===== src/rtl/pint_pkg.sv =====
package pint_pkg;
   localparam int unsigned CODE_OFF  = 0;
   localparam int unsigned CODE_FAST = 1;
   localparam int unsigned CODE_SLOW = 2;

   typedef enum logic [1:0] {
      MODE_OFF,
      MODE_FAST,
      MODE_SLOW,
      MODE_LEVEL
   } mode_e;
endpackage


===== src/rtl/pint_phase.sv =====
// Derives the 2 Hz and 1 Hz asserting levels from the phase input and the seconds strobe.
module pint_phase (
   input  logic clk,
   input  logic rst_n,
   input  logic hz2_ph,
   input  logic sec_stb,
   output logic fast_low_d,
   output logic slow_low_d
);
   logic hz2_q;
   logic slow_q;
   logic hz2_fall;

   assign hz2_fall   = hz2_q & ~hz2_ph;
   assign fast_low_d = ~hz2_ph;

   always_comb begin
      if (sec_stb)       slow_low_d = 1'b1;
      else if (hz2_fall) slow_low_d = 1'b0;
      else               slow_low_d = slow_q;
   end

   always_ff @(posedge clk or negedge rst_n) begin
      if (!rst_n) begin
         hz2_q  <= 1'b0;
         slow_q <= 1'b0;
      end else begin
         hz2_q  <= hz2_ph;
         slow_q <= slow_low_d;
      end
   end
endmodule


===== src/rtl/pint_evsel.sv =====
// Decodes the select field into a mode and picks the strobe of the active level source.
module pint_evsel
   import pint_pkg::*;
#(
   parameter int unsigned SEL_W    = 3,
   parameter int unsigned LVL_BASE = 3,
   parameter int unsigned LVL_N    = 4
) (
   input  logic [SEL_W-1:0] sel,
   input  logic [LVL_N-1:0] lvl_stb,
   output mode_e            mode,
   output logic             lvl_evt
);
   logic [LVL_N-1:0] is_lvl;
   logic [LVL_N-1:0] hit;

   for (genvar i = 0; i < LVL_N; i++) begin : g_src
      assign is_lvl[i] = (sel == SEL_W'(LVL_BASE + i));
      assign hit[i]    = is_lvl[i] & lvl_stb[i];
   end

   assign lvl_evt = |hit;

   always_comb begin
      if (|is_lvl)                       mode = MODE_LEVEL;
      else if (sel == SEL_W'(CODE_FAST)) mode = MODE_FAST;
      else if (sel == SEL_W'(CODE_SLOW)) mode = MODE_SLOW;
      else                               mode = MODE_OFF;
   end
endmodule


===== src/rtl/pint_core.sv =====
// Holds the select field and the registered asserting state of the periodic request.
module pint_core
   import pint_pkg::*;
#(
   parameter int unsigned SEL_W    = 3,
   parameter bit          CLR_WINS = 1'b0
) (
   input  logic             clk,
   input  logic             rst_n,
   input  logic             sel_wr,
   input  logic [SEL_W-1:0] sel_wdata,
   input  logic             flag_wr,
   input  logic             flag_wdata,
   input  mode_e            mode,
   input  logic             lvl_evt,
   input  logic             fast_low_d,
   input  logic             slow_low_d,
   output logic [SEL_W-1:0] sel_q,
   output logic             low_q
);
   logic clr_req;
   logic lvl_d;
   logic low_d;

   assign clr_req = flag_wr & ~flag_wdata;

   if (CLR_WINS) begin : g_clr_first
      assign lvl_d = clr_req ? 1'b0 : (lvl_evt ? 1'b1 : low_q);
   end else begin : g_evt_first
      assign lvl_d = lvl_evt ? 1'b1 : (clr_req ? 1'b0 : low_q);
   end

   always_comb begin
      unique case (mode)
         MODE_FAST:  low_d = fast_low_d;
         MODE_SLOW:  low_d = slow_low_d;
         MODE_LEVEL: low_d = lvl_d;
         default:    low_d = 1'b0;
      endcase
   end

   always_ff @(posedge clk or negedge rst_n) begin
      if (!rst_n) begin
         sel_q <= '0;
         low_q <= 1'b0;
      end else if (sel_wr) begin
         sel_q <= sel_wdata;
         low_q <= 1'b0;
      end else begin
         low_q <= low_d;
      end
   end
endmodule


===== src/rtl/pint_gen.sv =====
module pint_gen
   import pint_pkg::*;
#(
   parameter int unsigned SEL_W    = 3,
   parameter int unsigned LVL_BASE = 3,
   parameter bit          CLR_WINS = 1'b0
) (
   input  logic             clk,
   input  logic             rst_n,
   input  logic             hz2_ph,
   input  logic             sec_stb,
   input  logic             min_stb,
   input  logic             hour_stb,
   input  logic             mon_stb,
   input  logic             sel_wr,
   input  logic [SEL_W-1:0] sel_wdata,
   input  logic             flag_wr,
   input  logic             flag_wdata,
   input  logic             alm_irq_n,
   output logic [SEL_W-1:0] sel_rd,
   output logic             flag_rd,
   output logic             irq_n
);
   localparam int unsigned LVL_N = 4;

   if (LVL_BASE + LVL_N > (1 << SEL_W)) begin : g_bad_width
      $error("pint_gen: select field too narrow for level codes");
   end
   if (LVL_BASE <= CODE_SLOW) begin : g_bad_base
      $error("pint_gen: level codes overlap pulse codes");
   end

   mode_e            mode;
   logic             lvl_evt;
   logic             fast_low_d;
   logic             slow_low_d;
   logic [SEL_W-1:0] sel_q;
   logic             low_q;

   pint_phase u_phase (
      .clk        (clk),
      .rst_n      (rst_n),
      .hz2_ph     (hz2_ph),
      .sec_stb    (sec_stb),
      .fast_low_d (fast_low_d),
      .slow_low_d (slow_low_d)
   );

   pint_evsel #(
      .SEL_W    (SEL_W),
      .LVL_BASE (LVL_BASE),
      .LVL_N    (LVL_N)
   ) u_evsel (
      .sel     (sel_q),
      .lvl_stb ({mon_stb, hour_stb, min_stb, sec_stb}),
      .mode    (mode),
      .lvl_evt (lvl_evt)
   );

   pint_core #(
      .SEL_W    (SEL_W),
      .CLR_WINS (CLR_WINS)
   ) u_core (
      .clk        (clk),
      .rst_n      (rst_n),
      .sel_wr     (sel_wr),
      .sel_wdata  (sel_wdata),
      .flag_wr    (flag_wr),
      .flag_wdata (flag_wdata),
      .mode       (mode),
      .lvl_evt    (lvl_evt),
      .fast_low_d (fast_low_d),
      .slow_low_d (slow_low_d),
      .sel_q      (sel_q),
      .low_q      (low_q)
   );

   assign sel_rd  = sel_q;
   assign flag_rd = low_q;
   assign irq_n   = ~low_q & alm_irq_n;
endmodule


===== config.mk =====
export PLATFORM = sky130hd
export DESIGN_NAME = pint_gen
export DESIGN_NICKNAME = d
export VERILOG_FILES = /design/src/rtl/pint_pkg.sv /design/src/rtl/pint_phase.sv /design/src/rtl/pint_evsel.sv /design/src/rtl/pint_core.sv /design/src/rtl/pint_gen.sv
export SDC_FILE = /design/constraint.sdc
export NUM_CORES = 1
export LEC_CHECK = 0
export CELL_PAD_IN_SITES_DETAIL_PLACEMENT = 1
export CELL_PAD_IN_SITES_GLOBAL_PLACEMENT = 1
export CORE_AREA = 4 4 41 43
export CTS_BUF_LIST = sky130_fd_sc_hd__clkbuf_8
export CTS_CLUSTER_SIZE = 28
export DETAILED_ROUTE_END_ITERATION = 10
export DIE_AREA = 0 0 45 47
export DONT_BUFFER_PORTS = 1
export PLACE_DENSITY = 0.4
export SLEW_MARGIN = 25
export SYNTH_ARGS = -nofsm -noshare
export SYNTH_HDL_FRONTEND = slang
export SYNTH_SLANG_ARGS = --single-unit

===== constraint.sdc =====
create_clock -name clk -period 3.64 [get_ports clk]
set_clock_uncertainty 0.05 [all_clocks]
set_input_delay 0.728 -clock clk [delete_from_list [all_inputs] [get_ports clk]]
set_output_delay 0.728 -clock clk [all_outputs]
set_load 0.05 [all_outputs]

==> key figures <==
STA
  • RSZ-0062 raised after global routing: false
  • Slew Limit Fails: 0
  • Max_slew headroom: 0.379
  • # setup viols final: 0
  • Worst-Margin Slew: 0.929 ns
  • Fin Setup TNS: 0 ns
  • Fmax: 423 MHz
  • Final period util: 0.649
  • Final hold vios: 0
  • Tmin final: 2.36 ns

Layout
  • Antenna diode count: 0
  • Fin nets: 44
  • Fin area: 354 sq um
  • Layout Area Growth over Synthesis: 20.4%
  • Fraction of final layout cells with drive strength greater than 1: 0.250

Routing
  • Via count: 214
  • Post-DRT Antenna Nets: 0
  • Wirelength, routed: 694 microns
  • Remaining DRCs: 0
  • DRT iter0 DRCs: 0
  • Vias per cell: 4.98
  • Avg WL per Cell: 16.1 microns
  • Detailed Routing Iterations Pass 1: 1

Min path
  • Hold WC Path Type: input pin to asynchronous set/reset pin

Placed design
  • Input/output buffers: 0
  • Placed cell areas: 313 sq um
  • Global placement routability congestion: 0.591

Clocking
  • Total CTS buffers: 3
  • CTS Root Cell: clkbuf_8
  • # hold bufs at CTS: 0
  • Clock slew at reported path FFs: 0.04 ns
  • CTS Sinks: 6
  • H-tree levels: 1
  • Worst-skew pair later-pin latency: 0.22 ns
  • Post-CTS Setup Inserts: 0
  • Resized Gates After CTS: 0
  • CTS tree: done
  • Clock tree buffer depth: 2

Die
  • Initial Utilization: 0.226
  • Die height: 47 microns
  • Core area: 1300 sq um
  • FP Rows: 13
  • Io pins: 19
  • Area of the die: 2120 sq um
  • Die W: 45 microns

Yosys
  • Share of the synthesized area in the top cell type: 0.511
  • Syn Inst Count: 25
  • Compound-Gate Fraction of Synth Area: 0.191
  • Post-synthesis xor/xnor area fraction: 0
  • Synth unique cells: 14
  • Yosys reg bits: 6
  • Post-Synth Adder-Cell Area: 0
  • Syn nets: 39
  • Synth area leader: dfrtp_1
  • Main combinational cell family by area after synthesis: compound AO/OA/AOI/OAI gates
  • Syn avg cell area: 11.8 sq um
  • Syn Std Cell Area: 294 sq um
  • Post-synthesis sequential area ratio: 0.511
  • Ys Warns: 0
  • Simple-Gate Fraction of Synth Area: 0.170
  • Proportion of synthesized area in mux cells: 0.115
  • Largest cells by area after synthesis: dfrtp_1 (51%), mux2_2 (11%), nor2b_1 (8.5%), a2111oi_2 (5.1%), nand2b_1 (4.3%)

Global route
  • Initial antenna violation count: 0
  • GRT overflow: 0
  • Tot GR Track Use: 0.0770
  • First-pass GRT wire length: 1040 microns
  • Vias in the first global route: 240
  • Largest net degree at the start of global routing: 9

Outcome
  • Outcome: completed

Flow run
  • Max Cap Viol: 0

Worst setup path
  • CP peak stage delay: 0.81 ns
  • Delay-heaviest family, CP: simple AND/OR/NAND/NOR gates
  • Critical-path top delay cell: nor2b_1
  • CP endpoint kind: primary output
  • Required time of the critical path: 2.86 ns
  • Crit path cell chain: nor2b_1
  • Crit Path Max Fanout: 3
  • R2R cell count: 4
  • Crit path launch type: register
  • Crit path depth: 1
  • CP arrival: 1.58 ns
  • Worst Path Buf+Inv: 0
  • CP Class: register to primary output

Power and ir drop
  • Peak supply drop: 218 uV
  • Leakage power: 0.137 nW
  • Pwr Density: 617 nW/um^2
logic make-up (layout without fill, tap and decap cells):
group / after synthesis / count (layout)
AOI/OAI and AO/OA: 7 / 7
and+or+nand+nor: 8 / 8
DFF: 6 / 6
muxes: 3 / 3
buffers and inverters: 1 / 4
cell usage after synthesis:
master and n:
dfrtp_1 6, o21ai_1 1, a211oi_1 1, inv_1 1
nand2b_1 2, o31ai_1 1, o311ai_1 1, mux2_2 3
nor2b_1 4, a2111oi_2 1, o21ai_0 1, a21o_1 1
nand3_1 1, nand3b_1 1
state kept, by name, indices dropped and copies added, names as in the netlist:
register and flops:
u_core.low_q 1, u_phase.slow_q 1, u_core.sel_q 3, u_phase.hz2_q 1
where the power goes:
| group | switching, mW | total (mW) | internal, mW |
|---|---|---|---|
| Combinational | 0.0105 | 0.0212 | 0.0107 |
| Clock | 0.0275 | 0.0984 | 0.0709 |
| Sequential | 0.0260 | 0.0989 | 0.0729 |
| Total | 0.0640 | 0.218 | 0.155 |
layer usage:
metal	GRT usage	up-vias	routed length (microns)
li1	-	99	-
met1	0.0783	98	259
met2	0.0989	15	317
met3	0.0383	2	103
met4	0.105	0	14
met5	0	-	0
path summary, 6_finish.rpt:
path                                                     to                        start  slack [ns]
max in group asynchronous          u_phase.slow_q$_DFF_PN0_                        rst_n        3.32
worst min register to register     u_phase.slow_q$_DFF_PN0_     u_phase.slow_q$_DFF_PN0_        0.42
worst max register to register     u_core.low_q$_DFFE_PN0P_  u_core.sel_q[0]$_DFFE_PN0P_        2.03
worst max-delay path                                  irq_n     u_core.low_q$_DFFE_PN0P_        1.28
min in group clk                   u_phase.slow_q$_DFF_PN0_     u_phase.slow_q$_DFF_PN0_        0.42
worst min-delay path            u_core.sel_q[1]$_DFFE_PN0P_                        rst_n        0.15
final cells by class:
| cell class | count | area [sq um] |
|---|---|---|
| Tap cell | 15 | 18.8 |
| Sequential cell | 6 | 150 |
| Clock buffer | 3 | 41.3 |
| Fill cell | 154 | 947 |
| Inverter | 1 | 3.75 |
| Multi-Input combinational cell | 18 | 140 |
through the flow:
step / util / hold WS [ns] / total power, mW / std cells / worst slack (ns)
5_1_grt: 0.272 / 0.139 / 0.232 / 43 / 1.24
2_1_floorplan: - / 0.382 / 0.117 / 25 / 1.43
4_1_cts: 0.272 / 0.145 / 0.225 / 43 / 1.25
3_3_place_gp: 0.240 / 0.383 / 0.121 / 40 / 1.40
3_5_place_dp: 0.240 / 0.383 / 0.122 / 40 / 1.40
6_report: 0.272 / 0.153 / 0.218 / 43 / 1.28
cell usage in the layout, fill, tap and decap left out:
| cell type | instances |
|---|---|
| clkbuf_8 | 3 |
| nand3b_1 | 1 |
| a211oi_1 | 1 |
| nand2b_1 | 2 |
| o21ai_0 | 1 |
| a2111oi_2 | 1 |
| o31ai_1 | 1 |
| mux2_2 | 3 |
| inv_1 | 1 |
| dfrtp_1 | 6 |
| nor2b_1 | 4 |
| a21o_1 | 1 |
| o311ai_1 | 1 |
| nand3_1 | 1 |
| o21ai_1 | 1 |
Power figures use the tool's default switching activity.
